[src/rtl/ir_cap_pkg.sv]
package ir_cap_pkg;
  typedef enum logic [1:0] {
    EDGE_OFF  = 2'b00,
    EDGE_RISE = 2'b01,
    EDGE_FALL = 2'b10,
    EDGE_BOTH = 2'b11
  } edge_mode_t;
endpackage

[src/rtl/ir_rx_edge.sv]
module ir_rx_edge #(
  parameter int SYNC_STAGES = 2
) (
  input  logic       clk,
  input  logic       rst,
  input  logic       en,
  input  logic       rx_in,
  input  logic [1:0] edge_sel,
  output logic       cap_evt
);
  import ir_cap_pkg::*;

  logic [SYNC_STAGES-1:0] sync_q;
  logic                   prev_q;
  logic                   rx_s;
  logic                   rise, fall;
  edge_mode_t             mode;

  // synchronizer chain, one flop per stage
  genvar g;
  generate
    for (g = 0; g < SYNC_STAGES; g++) begin : g_sync
      always_ff @(posedge clk) begin
        if (rst) sync_q[g] <= 1'b0;
        else if (g == 0) sync_q[g] <= rx_in;
        else sync_q[g] <= sync_q[(g == 0) ? 0 : g-1];
      end
    end
  endgenerate

  assign rx_s = sync_q[SYNC_STAGES-1];

  always_ff @(posedge clk) begin
    if (rst) prev_q <= 1'b0;
    else     prev_q <= rx_s;
  end

  assign rise = rx_s & ~prev_q;
  assign fall = ~rx_s & prev_q;
  assign mode = edge_mode_t'(edge_sel);

  always_comb begin
    unique case (mode)
      EDGE_RISE: cap_evt = en & rise;
      EDGE_FALL: cap_evt = en & fall;
      EDGE_BOTH: cap_evt = en & (rise | fall);
      default:   cap_evt = 1'b0;
    endcase
  end
endmodule

[src/rtl/ir_cap_counter.sv]
module ir_cap_counter #(
  parameter int CNT_W = 16
) (
  input  logic             clk,
  input  logic             rst,
  input  logic             en,
  input  logic             tick,
  input  logic             cap_evt,
  input  logic             clr_on_cap,
  input  logic [CNT_W-1:0] init_val,
  output logic [CNT_W-1:0] count,
  output logic             ovf_evt
);
  localparam logic [CNT_W-1:0] CNT_MAX = {CNT_W{1'b1}};

  logic reload;

  assign reload  = cap_evt & clr_on_cap;
  // a wrap only counts when the increment actually happens
  assign ovf_evt = en & tick & ~reload & (count == CNT_MAX);

  always_ff @(posedge clk) begin
    if (rst)         count <= '0;
    else if (!en)    count <= init_val;
    else if (reload) count <= '0;
    else if (tick)   count <= count + 1'b1;
  end
endmodule

[src/rtl/ir_cap_flags.sv]
module ir_cap_flags #(
  parameter int CNT_W = 16
) (
  input  logic             clk,
  input  logic             rst,
  input  logic             cap_evt,
  input  logic             ovf_evt,
  input  logic [CNT_W-1:0] count,
  input  logic             cap_clr,
  input  logic             ovf_clr,
  input  logic             cap_ie,
  input  logic             ovf_ie,
  output logic [CNT_W-1:0] cap_value,
  output logic             cap_flag,
  output logic             ovf_flag,
  output logic             irq
);
  logic cap_n, ovf_n;

  // set has priority over the clear strobe
  assign cap_n = cap_evt | (cap_flag & ~cap_clr);
  assign ovf_n = ovf_evt | (ovf_flag & ~ovf_clr);

  always_ff @(posedge clk) begin
    if (rst) begin
      cap_value <= '0;
      cap_flag  <= 1'b0;
      ovf_flag  <= 1'b0;
      irq       <= 1'b0;
    end else begin
      if (cap_evt) cap_value <= count;
      cap_flag <= cap_n;
      ovf_flag <= ovf_n;
      irq      <= (cap_n & cap_ie) | (ovf_n & ovf_ie);
    end
  end
endmodule

[src/rtl/ir_rx_capture_timer.sv]
module ir_rx_capture_timer #(
  parameter int CNT_W       = 16,
  parameter int SYNC_STAGES = 2
) (
  input  logic             clk,
  input  logic             rst,
  input  logic             en,
  input  logic             tick,
  input  logic             rx_in,
  input  logic [1:0]       edge_sel,
  input  logic             clr_on_cap,
  input  logic [CNT_W-1:0] init_val,
  input  logic             cap_ie,
  input  logic             ovf_ie,
  input  logic             cap_clr,
  input  logic             ovf_clr,
  output logic [CNT_W-1:0] cap_value,
  output logic             cap_flag,
  output logic             ovf_flag,
  output logic             irq
);
  logic             cap_evt;
  logic             ovf_evt;
  logic [CNT_W-1:0] count;

  ir_rx_edge #(.SYNC_STAGES(SYNC_STAGES)) u_edge (
    .clk(clk), .rst(rst), .en(en), .rx_in(rx_in),
    .edge_sel(edge_sel), .cap_evt(cap_evt)
  );

  ir_cap_counter #(.CNT_W(CNT_W)) u_cnt (
    .clk(clk), .rst(rst), .en(en), .tick(tick), .cap_evt(cap_evt),
    .clr_on_cap(clr_on_cap), .init_val(init_val),
    .count(count), .ovf_evt(ovf_evt)
  );

  ir_cap_flags #(.CNT_W(CNT_W)) u_flags (
    .clk(clk), .rst(rst), .cap_evt(cap_evt), .ovf_evt(ovf_evt),
    .count(count), .cap_clr(cap_clr), .ovf_clr(ovf_clr),
    .cap_ie(cap_ie), .ovf_ie(ovf_ie), .cap_value(cap_value),
    .cap_flag(cap_flag), .ovf_flag(ovf_flag), .irq(irq)
  );
endmodule

[config.mk]
export PLATFORM = sky130hd
export DESIGN_NAME = ir_rx_capture_timer
export DESIGN_NICKNAME = d
export VERILOG_FILES = /design/src/rtl/ir_cap_pkg.sv /design/src/rtl/ir_rx_edge.sv /design/src/rtl/ir_cap_counter.sv /design/src/rtl/ir_cap_flags.sv /design/src/rtl/ir_rx_capture_timer.sv
export SDC_FILE = /design/constraint.sdc
export NUM_CORES = 1
export LEC_CHECK = 0
export BUFFER_PORTS_ARGS = -buffer_cell sky130_fd_sc_hd__buf_2
export CAP_MARGIN = 10
export CORE_ASPECT_RATIO = 1.1
export CORE_UTILIZATION = 58
export DETAILED_ROUTE_END_ITERATION = 10
export GPL_TIMING_DRIVEN = 0
export PLACE_DENSITY = 0.83
export SYNTH_ARGS = -nofsm -noshare
export SYNTH_HDL_FRONTEND = slang
export SYNTH_SLANG_ARGS = --single-unit
[constraint.sdc]
create_clock -name clk -period 3 [get_ports clk]
set_input_delay 0.3 -clock clk [delete_from_list [all_inputs] [get_ports clk]]
set_output_delay 0.3 -clock clk [all_outputs]
set_load 0.01 [all_outputs]
[Word-level counts from Yosys, hierarchy flattened]
Cells that the tools add are included.
Storage, ports and cells
  bits in registers: 38
  input port bits: 28
  output and inout bits: 19
Operators by class
  add/subtract/negate cells: 1
  bitwise operators: 22
  muxes and demuxes: 4
  equal/unequal tests: 5
Operators with widths (count)
  $mux 16: 3
  $add 16x1->16 const B: 1
  $eq 16x16->1 const B: 1
  $and 1x1->1: 13
  $not 1->1: 5
  $eq 2x2->1 const B: 2
  $or 1x1->1: 4
  $ne 3x1->1 const B: 1
  $pmux 1 s3: 1
  $eq 2x1->1 const B: 1

[Depth between registers and ports, before layout]
Gate-level depths: netlist of the first run.
  word-level depth: 12
  gate-level depth with buffers: 7

[By module]
From an unflattened synthesis of the first run, not the netlist that was laid out.
Second synthesis, totals
  cells, all modules: 199
  area total of the unflattened synthesis: 1829.3 um2
By module, submodules not included
  ir_cap_counter: cells each 122, seq. area each 320.3 um2, instances 1, area an instance 1006.0 um2
  ir_cap_flags: cells each 62, seq. area each 380.4 um2, instances 1, area an instance 684.4 um2
  ir_rx_edge: cells each 15, seq. area each 60.1 um2, instances 1, area an instance 138.9 um2

[Worst setup path after synthesis of the first run]
No wires, ideal clock.
  path kind: reg2reg
  start: register u_edge.sync_q[1] (netlist: u_edge.rx_s)
  end: register u_cnt.count[9]
  arrival: 1.640 ns
  setup slack: 1.257 ns
  stages on the path, launching flop included: 8
  library setup time: 0.103 ns
  clock period less this slack: 1.743 ns
  cell sequence: dfxtp_1 inv_1 ha_1 and2_1 o311ai_4 buf_6 nor3_1 a2111oi_2
Between the ends
  cells in the longest elaborated chain, start to end: 8
  elaborated cells on any way between the ends: 12
  classes of those cells: eq/ne (1); mux (3); bitwise (8)
RTL lines
  start, declared: RTL line ir_rx_edge.sv:13  | logic [SYNC_STAGES-1:0] sync_q;
  start signal, assigned by index: RTL line ir_rx_edge.sv:25  | else if (g == 0) sync_q[g] <= rx_in;
  start signal, assigned by index: RTL line ir_rx_edge.sv:26  | else sync_q[g] <= sync_q[(g == 0) ? 0 : g-1];
  $not 1->1: RTL line ir_rx_edge.sv:39  | assign fall = ~rx_s & prev_q;
  $and 1x1->1: RTL line ir_rx_edge.sv:39
  $or 1x1->1: RTL line ir_rx_edge.sv:46  | EDGE_BOTH: cap_evt = en & (rise | fall);
  $and 1x1->1: RTL line ir_rx_edge.sv:46
  $pmux 1 s3 *: RTL line ir_rx_edge.sv:43  | unique case (mode)
  $and 1x1->1 *: RTL line ir_cap_counter.sv:18  | assign reload = cap_evt & clr_on_cap;
  $mux 16: RTL line ir_cap_counter.sv:25  | else if (reload) count <= '0;
  $mux 16: RTL line ir_cap_counter.sv:24  | else if (!en) count <= init_val;
  end signal, assigned: RTL line ir_cap_counter.sv:24
  end signal, assigned: RTL line ir_cap_counter.sv:26  | else if (tick) count <= count + 1'b1;
  end, declared: RTL line ir_cap_counter.sv:11  | output logic [CNT_W-1:0] count,
Mark *: on every way between the ends. The rest lies on a longest branch, timed or not.
A chain may end at the register's enable or synchronous reset.

[Worst setup path in the final report of the first run]
Same ends and word-level chain as after synthesis.

==> results of run 1 <==
## layout by cell type (no fill, tap or decap), types with 3 or more instances in the layout
| master | Yosys | routed |
|---|---|---|
| inv_1 | 6 | 6 |
| a31oi_1 | 3 | 3 |
| nor2b_1 | 12 | 12 |
| nand4_1 | 7 | 7 |
| nand2_1 | 40 | 40 |
| nor4_1 | 8 | 8 |
| ha_1 | 3 | 3 |
| clkbuf_1 | 9 | 9 |
| a211oi_1 | 3 | 3 |
| mux2i_1 | 16 | 16 |
| buf_2 | 1 | 45 |
| nand3_1 | 9 | 9 |
| clkbuf_4 | 0 | 5 |
| dfxtp_1 | 38 | 38 |
| and3_1 | 5 | 5 |
| buf_6 | 4 | 4 |
| nor3_1 | 16 | 16 |
| a21oi_1 | 11 | 11 |
| clkbuf_8 | 2 | 3 |
| and4_1 | 3 | 3 |
| nand4b_1 | 3 | 3 |
| nor2_1 | 7 | 7 |
| a311oi_1 | 3 | 3 |
## power by group through the flow
| stage | Clock, mW | Sequential, mW | Combinational, mW |
|---|---|---|---|
| after floorplan | 0 | 0.544 | 0.101 |
| after global placement | 0 | 0.547 | 0.144 |
| final | 0.461 | 0.537 | 0.149 |
| after detailed placement | 0 | 0.547 | 0.146 |
| after global routing | 0.486 | 0.539 | 0.164 |
| after CTS | 0.463 | 0.536 | 0.147 |
## worst register-to-register path: cells and delay by family, from the launching register on
| kind | cells | cell delay (ns) |
|---|---|---|
| flops | 1 | 0.36 |
| fa+ha+maj | 1 | 0.29 |
| compound gates | 2 | 0.64 |
| buf+inv | 2 | 0.25 |
| simple gates | 2 | 0.30 |
## worst max path at each step
stage                                                     to
final                            u_cnt.count[9]$_SDFFE_PP0P_
after global routing      u_flags.cap_value[13]$_SDFFE_PP0N_
after CTS                 u_flags.cap_value[11]$_SDFFE_PP0N_
after detailed placement  u_flags.cap_value[11]$_SDFFE_PP0N_
after global placement     u_flags.cap_value[6]$_SDFFE_PP0N_
after floorplan                  u_cnt.count[9]$_SDFFE_PP0P_
## per-layer routing
layer	part of all wire	vias to the layer above	wire length, µm
met2	0.47	86	2347
met1	0.44	917	2231
met4	0.013	0	63
met5	0	-	0
met3	0.075	7	376
li1	-	1006	-
## cell families (layout without fill, tap and decap cells)
group,after synthesis,count (layout)
and+or+nand+nor,122,122
muxes,17,17
adders and majority gates,3,3
DFF,38,38
buffers and inverters,25,77
xor gates and xnor gates,1,1
AOI/OAI and AO/OA,39,39
## flip-flops by register name, indices dropped and copies added, names as in the netlist
name	cells
u_flags.cap_flag	1
u_edge.rx_s	1
u_edge.prev_q	1
u_edge.sync_q	1
u_flags.irq	1
u_flags.cap_value	16
u_flags.ovf_flag	1
u_cnt.count	16
## final cells by class
cell class | count | area [µm²]
Sequential cell | 38 | 760.7
Buffer | 18 | 126.4
Clock buffer | 6 | 51.30
Fill cell | 289 | 900.9
Multi-Input combinational cell | 182 | 1180
Timing Repair Buffer | 44 | 220.2
Clock inverter | 2 | 60.06
Inverter | 7 | 26.28
Tap cell | 48 | 60.06
## per-stage QoR
stage                     worst slack (ns)  total power, mW  instances
after global placement               1.113           0.6905        337
final                                1.070            1.146        345
after CTS                            1.071            1.146        345
after floorplan                      1.257           0.6456        245
after detailed placement             1.090           0.6938        337
after global routing                0.9089            1.189        345
==> run_results.csv, run 1 <==
group,metric,value,unit
status,status,"complete, no violations",
power_and_ir_drop,p_leak,0.9795,nW
layout,fin_util,0.7339,
critical_path,rrSetupSlack,1.07,ns
critical_path,crit_path_top_delay_cell,"dfxtp_1",
cts,clock_latency,0.36,ns
die,die_y,65.01,µm
routing,totalWireLength,5018,µm
cts,clkTransAtPathRegs,0.11,ns
layout,syn2layout_area_growth,18.71,%
sta,rsz0062_at_grt,"false",
critical_path,path_max_fanout,10,
synthesis,synthArstFlopShare,0,
global_routing,busiest_layer,"met2",
sta,setup_tns,0,ns
global_routing,gr-usage-met3,0.04591,
synthesis,synth_top_family_by_area,"simple AND/OR/NAND/NOR gates",
global_routing,use_met1,0.3794,
synthesis,synth_fa_ha_area_frac,0.01793,
die,die-area,0.003854,mm²
global_routing,antenna_found_initial,0,
sta,worstMarginPinSlew,0.5853,ns
routing,post_drt_wl_per_cell,14.54,µm
synthesis,syn-num-nets,276,
cts,clock_sinks,38,
synthesis,yosys_warnings,0,
critical_path,rr_worst_depth,7,
layout,stdcell_area,0.002485,mm²
sta,finClkSkew,0.01378,ns
sta,slew_violations,0,
critical_path,crit_start,"u_edge.rx_s$_SDFF_PP0_",
global_routing,grt_start_max_net_pins,13,
cts,cts-resized-gates,0,
cts,clockRootBuffer,"clkbuf_4",
placed_design,gp_congestion,0.9097,
global_routing,grt_pass1_vias,1790,
routing,dr.first_iter.drc_count,100,
routing,num_vias,2016,
critical_path,crit_chain,"inv_1 -> ha_1 -> and2_1 -> o311ai_4 -> buf_6 -> nor3_1 -> a2111oi_2",
cts,clockBufferDepth,2,
cts,cts_buffers,5,
routing,detail_route.first_pass.iterations,5,
critical_path,r2r-end,"u_cnt.count[9]$_SDFFE_PP0P_",
sta,period_minus_slack,1.930,ns
routing,drcViolationCount,0,
cts,cts_hold_buf,0,
critical_path,critPathMaxStageDelay,0.36,ns
synthesis,avgSynthCellArea,8.544,µm²
placed_design,io_buffers,44,
sta,fin_crit_sh,0.6432,
hold_path,hold_end,"u_flags.irq$_SDFF_PP0_",
hold_path,hp-start,"cap_ie",
sta,finalHoldViolations,0,
critical_path,crit_arrival,2.18,ns
cts,h-tree-depth,2,
synthesis,synth_commonest_cells,"nand2_1 (40), dfxtp_1 (38), mux2i_1 (16), nor3_1 (16), nor2b_1 (12)",
critical_path,endpoint_kind,"register",
global_routing,gr-total-overflow,0,
critical_path,path_buf_inv,2,
power_and_ir_drop,ir_drop,450.1,µV
placed_design,placed_cell_area,0.002374,mm²
critical_path,startpoint_type,"register",
synthesis,synth_edf_count,0,
synthesis,muxShareOfSynthArea,0.08189,
layout,drive_above_1_share,0.2424,
die,rows,22,
die,start_util,0.6183,
synthesis,synth.most_common_cell,"nand2_1",
hold_path,min_path_cells,2,
synthesis,synth_xor_area_frac,0.004184,
global_routing,grt_pass1_wl,8293,µm
routing,ant_nets,0,
critical_path,worst-setup-path-type,"reg2reg",
layout,num_antenna_cells,0,
cts,cts_tree,"built",
power_and_ir_drop,clkPwrFrac,0.402,
synthesis,syn_inst,245,
power_and_ir_drop,powerDensity,461.3,mW/mm²
layout,nets,327,
synthesis,synthTopCellsByArea,"dfxtp_1 (36%), mux2i_1 (7.7%), nand2_1 (7.2%)",
flow_run,max_cap_violations,0,
global_routing,track_usage,0.2865,
sta,hold_ws,0.1441,ns
power_and_ir_drop,share_comb_of_total_power,0.130,
critical_path,crit_cells,7,
synthesis,synth_area,0.002093,mm²
power_and_ir_drop,switchingPower,0.2791,mW
synthesis,synth-main-ff-cell,"dfxtp_1",
synthesis,yosysUniqueCellTypes,51,
sta,slew_headroom,0.6098,
synthesis,synth_compound_area_frac,0.1494,
synthesis,seq_area_frac_synth,0.3634,
critical_path,rr_startpoint,"u_edge.rx_s$_SDFF_PP0_",
placed_design,dp.final_hpwl,3555,µm
global_routing,met2_usage,0.4382,
sta,max_freq,0.5183,GHz
synthesis,synth-simple-area-share,0.3102,
power_and_ir_drop,sequentialPowerShare,0.468,
routing,routed_via_density,5.843,
sta,setup_viol,0,
die,coreArea,0.003386,mm²
synthesis,yosysTopAreaCellShare,0.3634,
synthesis,yosysTopAreaCell,"dfxtp_1",
die,io_pins,47,
cts,post-cts-setup-buffers,0,
critical_path,crit_family,"compound AO/OA/AOI/OAI gates",
power_and_ir_drop,p_int,0.8671,mW
power_and_ir_drop,switching_share,0.2435,
critical_path,required,3.25,ns
synthesis,synth-seq-cells,38,
hold_path,hp-class,"in2reg",
die,die_x,59.28,µm
(Power assumes the default switching activity.)
==> run 2: changes to the inputs <==
--- a/config.mk
+++ b/config.mk
@@ -8,10 +8,10 @@
 export BUFFER_PORTS_ARGS = -buffer_cell sky130_fd_sc_hd__buf_2
 export CAP_MARGIN = 10
 export CORE_ASPECT_RATIO = 1.1
-export CORE_UTILIZATION = 58
+export CORE_UTILIZATION = 54
 export DETAILED_ROUTE_END_ITERATION = 10
 export GPL_TIMING_DRIVEN = 0
-export PLACE_DENSITY = 0.83
+export PLACE_DENSITY = 0.78
 export SYNTH_ARGS = -nofsm -noshare
 export SYNTH_HDL_FRONTEND = slang
 export SYNTH_SLANG_ARGS = --single-unit
==> constraint.sdc (replaced) <==
create_clock -name clk -period 1.9 [get_ports clk]
set_input_delay 0.19 -clock clk [delete_from_list [all_inputs] [get_ports clk]]
set_output_delay 0.19 -clock clk [all_outputs]
set_load 0.01 [all_outputs]
==> run_results.csv, run 2 (same netlist as run 1, synthesis figures left out) <==
group,metric,value,unit
status,status,"complete, no violations",
critical_path,crit_chain,"ha_1 -> nand3_1 -> or4_1 -> a222oi_1 -> nor3_1",
sta,setup_viol,0,
sta,finClkSkew,0.004601,ns
power_and_ir_drop,ir_drop,394.6,µV
die,die_y,67.30,µm
power_and_ir_drop,powerDensity,644.7,mW/mm²
sta,hold_ws,0.1143,ns
sta,slew_headroom,0.6332,
critical_path,required,2.05,ns
layout,mostFrequentLayoutCell,"buf_2",
layout,nets,332,
global_routing,antenna_found_initial,0,
critical_path,startpoint_type,"register",
layout,stdcell_area,0.002524,mm²
critical_path,crit_arrival,1.96,ns
cts,cts_buffers,5,
critical_path,crit_path_top_delay_cell,"or4_1",
placed_design,dp.final_hpwl,3614,µm
global_routing,grt_pass1_wl,8238,µm
die,io_pins,47,
critical_path,path_max_fanout,5,
sta,finalHoldViolations,0,
routing,drcViolationCount,0,
flow_run,max_cap_violations,0,
cts,clock_sinks,38,
layout,final_cell_mix,"buf_2 (46), nand2_1 (40), dfxtp_1 (37), nor3_1 (16), mux2i_1 (16)",
hold_path,hp-class,"in2reg",
routing,post_drt_wl_per_cell,14.80,µm
layout,num_antenna_cells,0,
cts,h-tree-depth,2,
placed_design,placed_cell_area,0.002376,mm²
die,rows,23,
power_and_ir_drop,p_leak,0.9938,nW
cts,cts_hold_buf,0,
critical_path,critPathMaxStageDelay,0.44,ns
sta,max_freq,0.5524,GHz
routing,totalWireLength,5196,µm
sta,period_minus_slack,1.810,ns
sta,worstMarginPinSlew,0.5501,ns
global_routing,grt_pass1_vias,1823,
die,die_x,61.37,µm
routing,routed_via_density,5.866,
routing,dr.first_iter.drc_count,160,
cts,clock_latency,0.29,ns
placed_design,io_buffers,44,
critical_path,rrSetupSlack,0.09,ns
critical_path,crit_start,"u_cnt.count[1]$_SDFFE_PP0P_",
critical_path,rr_startpoint,"u_cnt.count[1]$_SDFFE_PP0P_",
critical_path,endpoint_kind,"register",
layout,drive_above_1_share,0.2724,
sta,fin_crit_sh,0.9527,
die,start_util,0.5683,
layout,syn2layout_area_growth,20.56,%
placed_design,gp_congestion,0.8695,
cts,clockBufferDepth,2,
routing,num_vias,2059,
routing,ant_nets,0,
sta,slew_violations,0,
layout,fill_cells,337,
layout,reg_top3,"u_cnt.count: 16 flops, u_flags.cap_value: 16 flops",
die,coreArea,0.003684,mm²
hold_path,hp-start,"cap_ie",
cts,clkTransAtPathRegs,0.08,ns
global_routing,track_usage,0.2655,
global_routing,grt_start_max_net_pins,12,
cts,clockRootBuffer,"clkbuf_8",
critical_path,worst-setup-path-type,"reg2reg",
die,die-area,0.004130,mm²
cts,cts_tree,"built",
global_routing,gr-total-overflow,0,
routing,detail_route.first_pass.iterations,5,
[run 2: final timing paths]
check,cells after the start,to
setup / recovery,5,u_cnt.count[12]$_SDFFE_PP0P_
hold / removal,2,u_flags.irq$_SDFF_PP0_
hold reg to reg,1,u_edge.rx_s$_SDFF_PP0_
setup reg to reg,5,u_cnt.count[12]$_SDFFE_PP0P_
[run 2: cell type report]
| type | instances | area (µm²) | area share |
|---|---|---|---|
| plain buffers | 18 | 130.1 | 0.05156 |
| clock buffers | 5 | 68.82 | 0.02727 |
| clock inverters | 2 | 10.01 | 0.003966 |
| inverters | 7 | 26.28 | 0.01041 |
| multi-input cells | 182 | 1209 | 0.4789 |
| flip-flops and latches | 38 | 762.0 | 0.3019 |
| well taps | 50 | 62.56 | 0.02479 |
| repair buffers | 49 | 255.2 | 0.1011 |
[run 2: report_power, final]
| part | switching, mW | internal (mW) |
|---|---|---|
| clock network | 0.280 | 0.246 |
| logic | 0.138 | 0.115 |
| registers | 0.0265 | 0.821 |
[run 2: timing repair]
item	in CTS	in global routing
gates cloned	0	1
setup buffers	0	4
gates resized for setup	2	7
endpoints found under the setup margin	12	17
pin swaps	0	4
[run 2: critical path, delay by kind of cell (launching register included)]
family / cells / cell delay, ns
flops: 1 / 0.43
compound gates: 1 / 0.23
fa+ha+maj: 1 / 0.30
simple gates: 3 / 0.72
[run 2: per-layer routing]
metal  track usage  part of all wire
met2        0.4321              0.49
met5             0                 0
met4        0.1139             0.017
met3       0.04981             0.073
met1        0.3396              0.42
[run 2: metrics by stage]
step | cells | utilization | total power [mW] | setup TNS (ns) | worst slack, ns
6_report | 351 | 0.6851 | 1.627 | 0 | 0.08982
5_1_grt | 351 | 0.6851 | 1.706 | -0.009179 | -0.005404
4_1_cts | 346 | 0.6702 | 1.607 | 0 | 0.002051
3_5_place_dp | 339 | 0.6450 | 1.094 | -0.02872 | -0.02872
3_3_place_gp | 339 | 0.6450 | 1.091 | 0 | 0.02433
2_1_floorplan | 245 | - | 1.019 | 0 | 0.1570
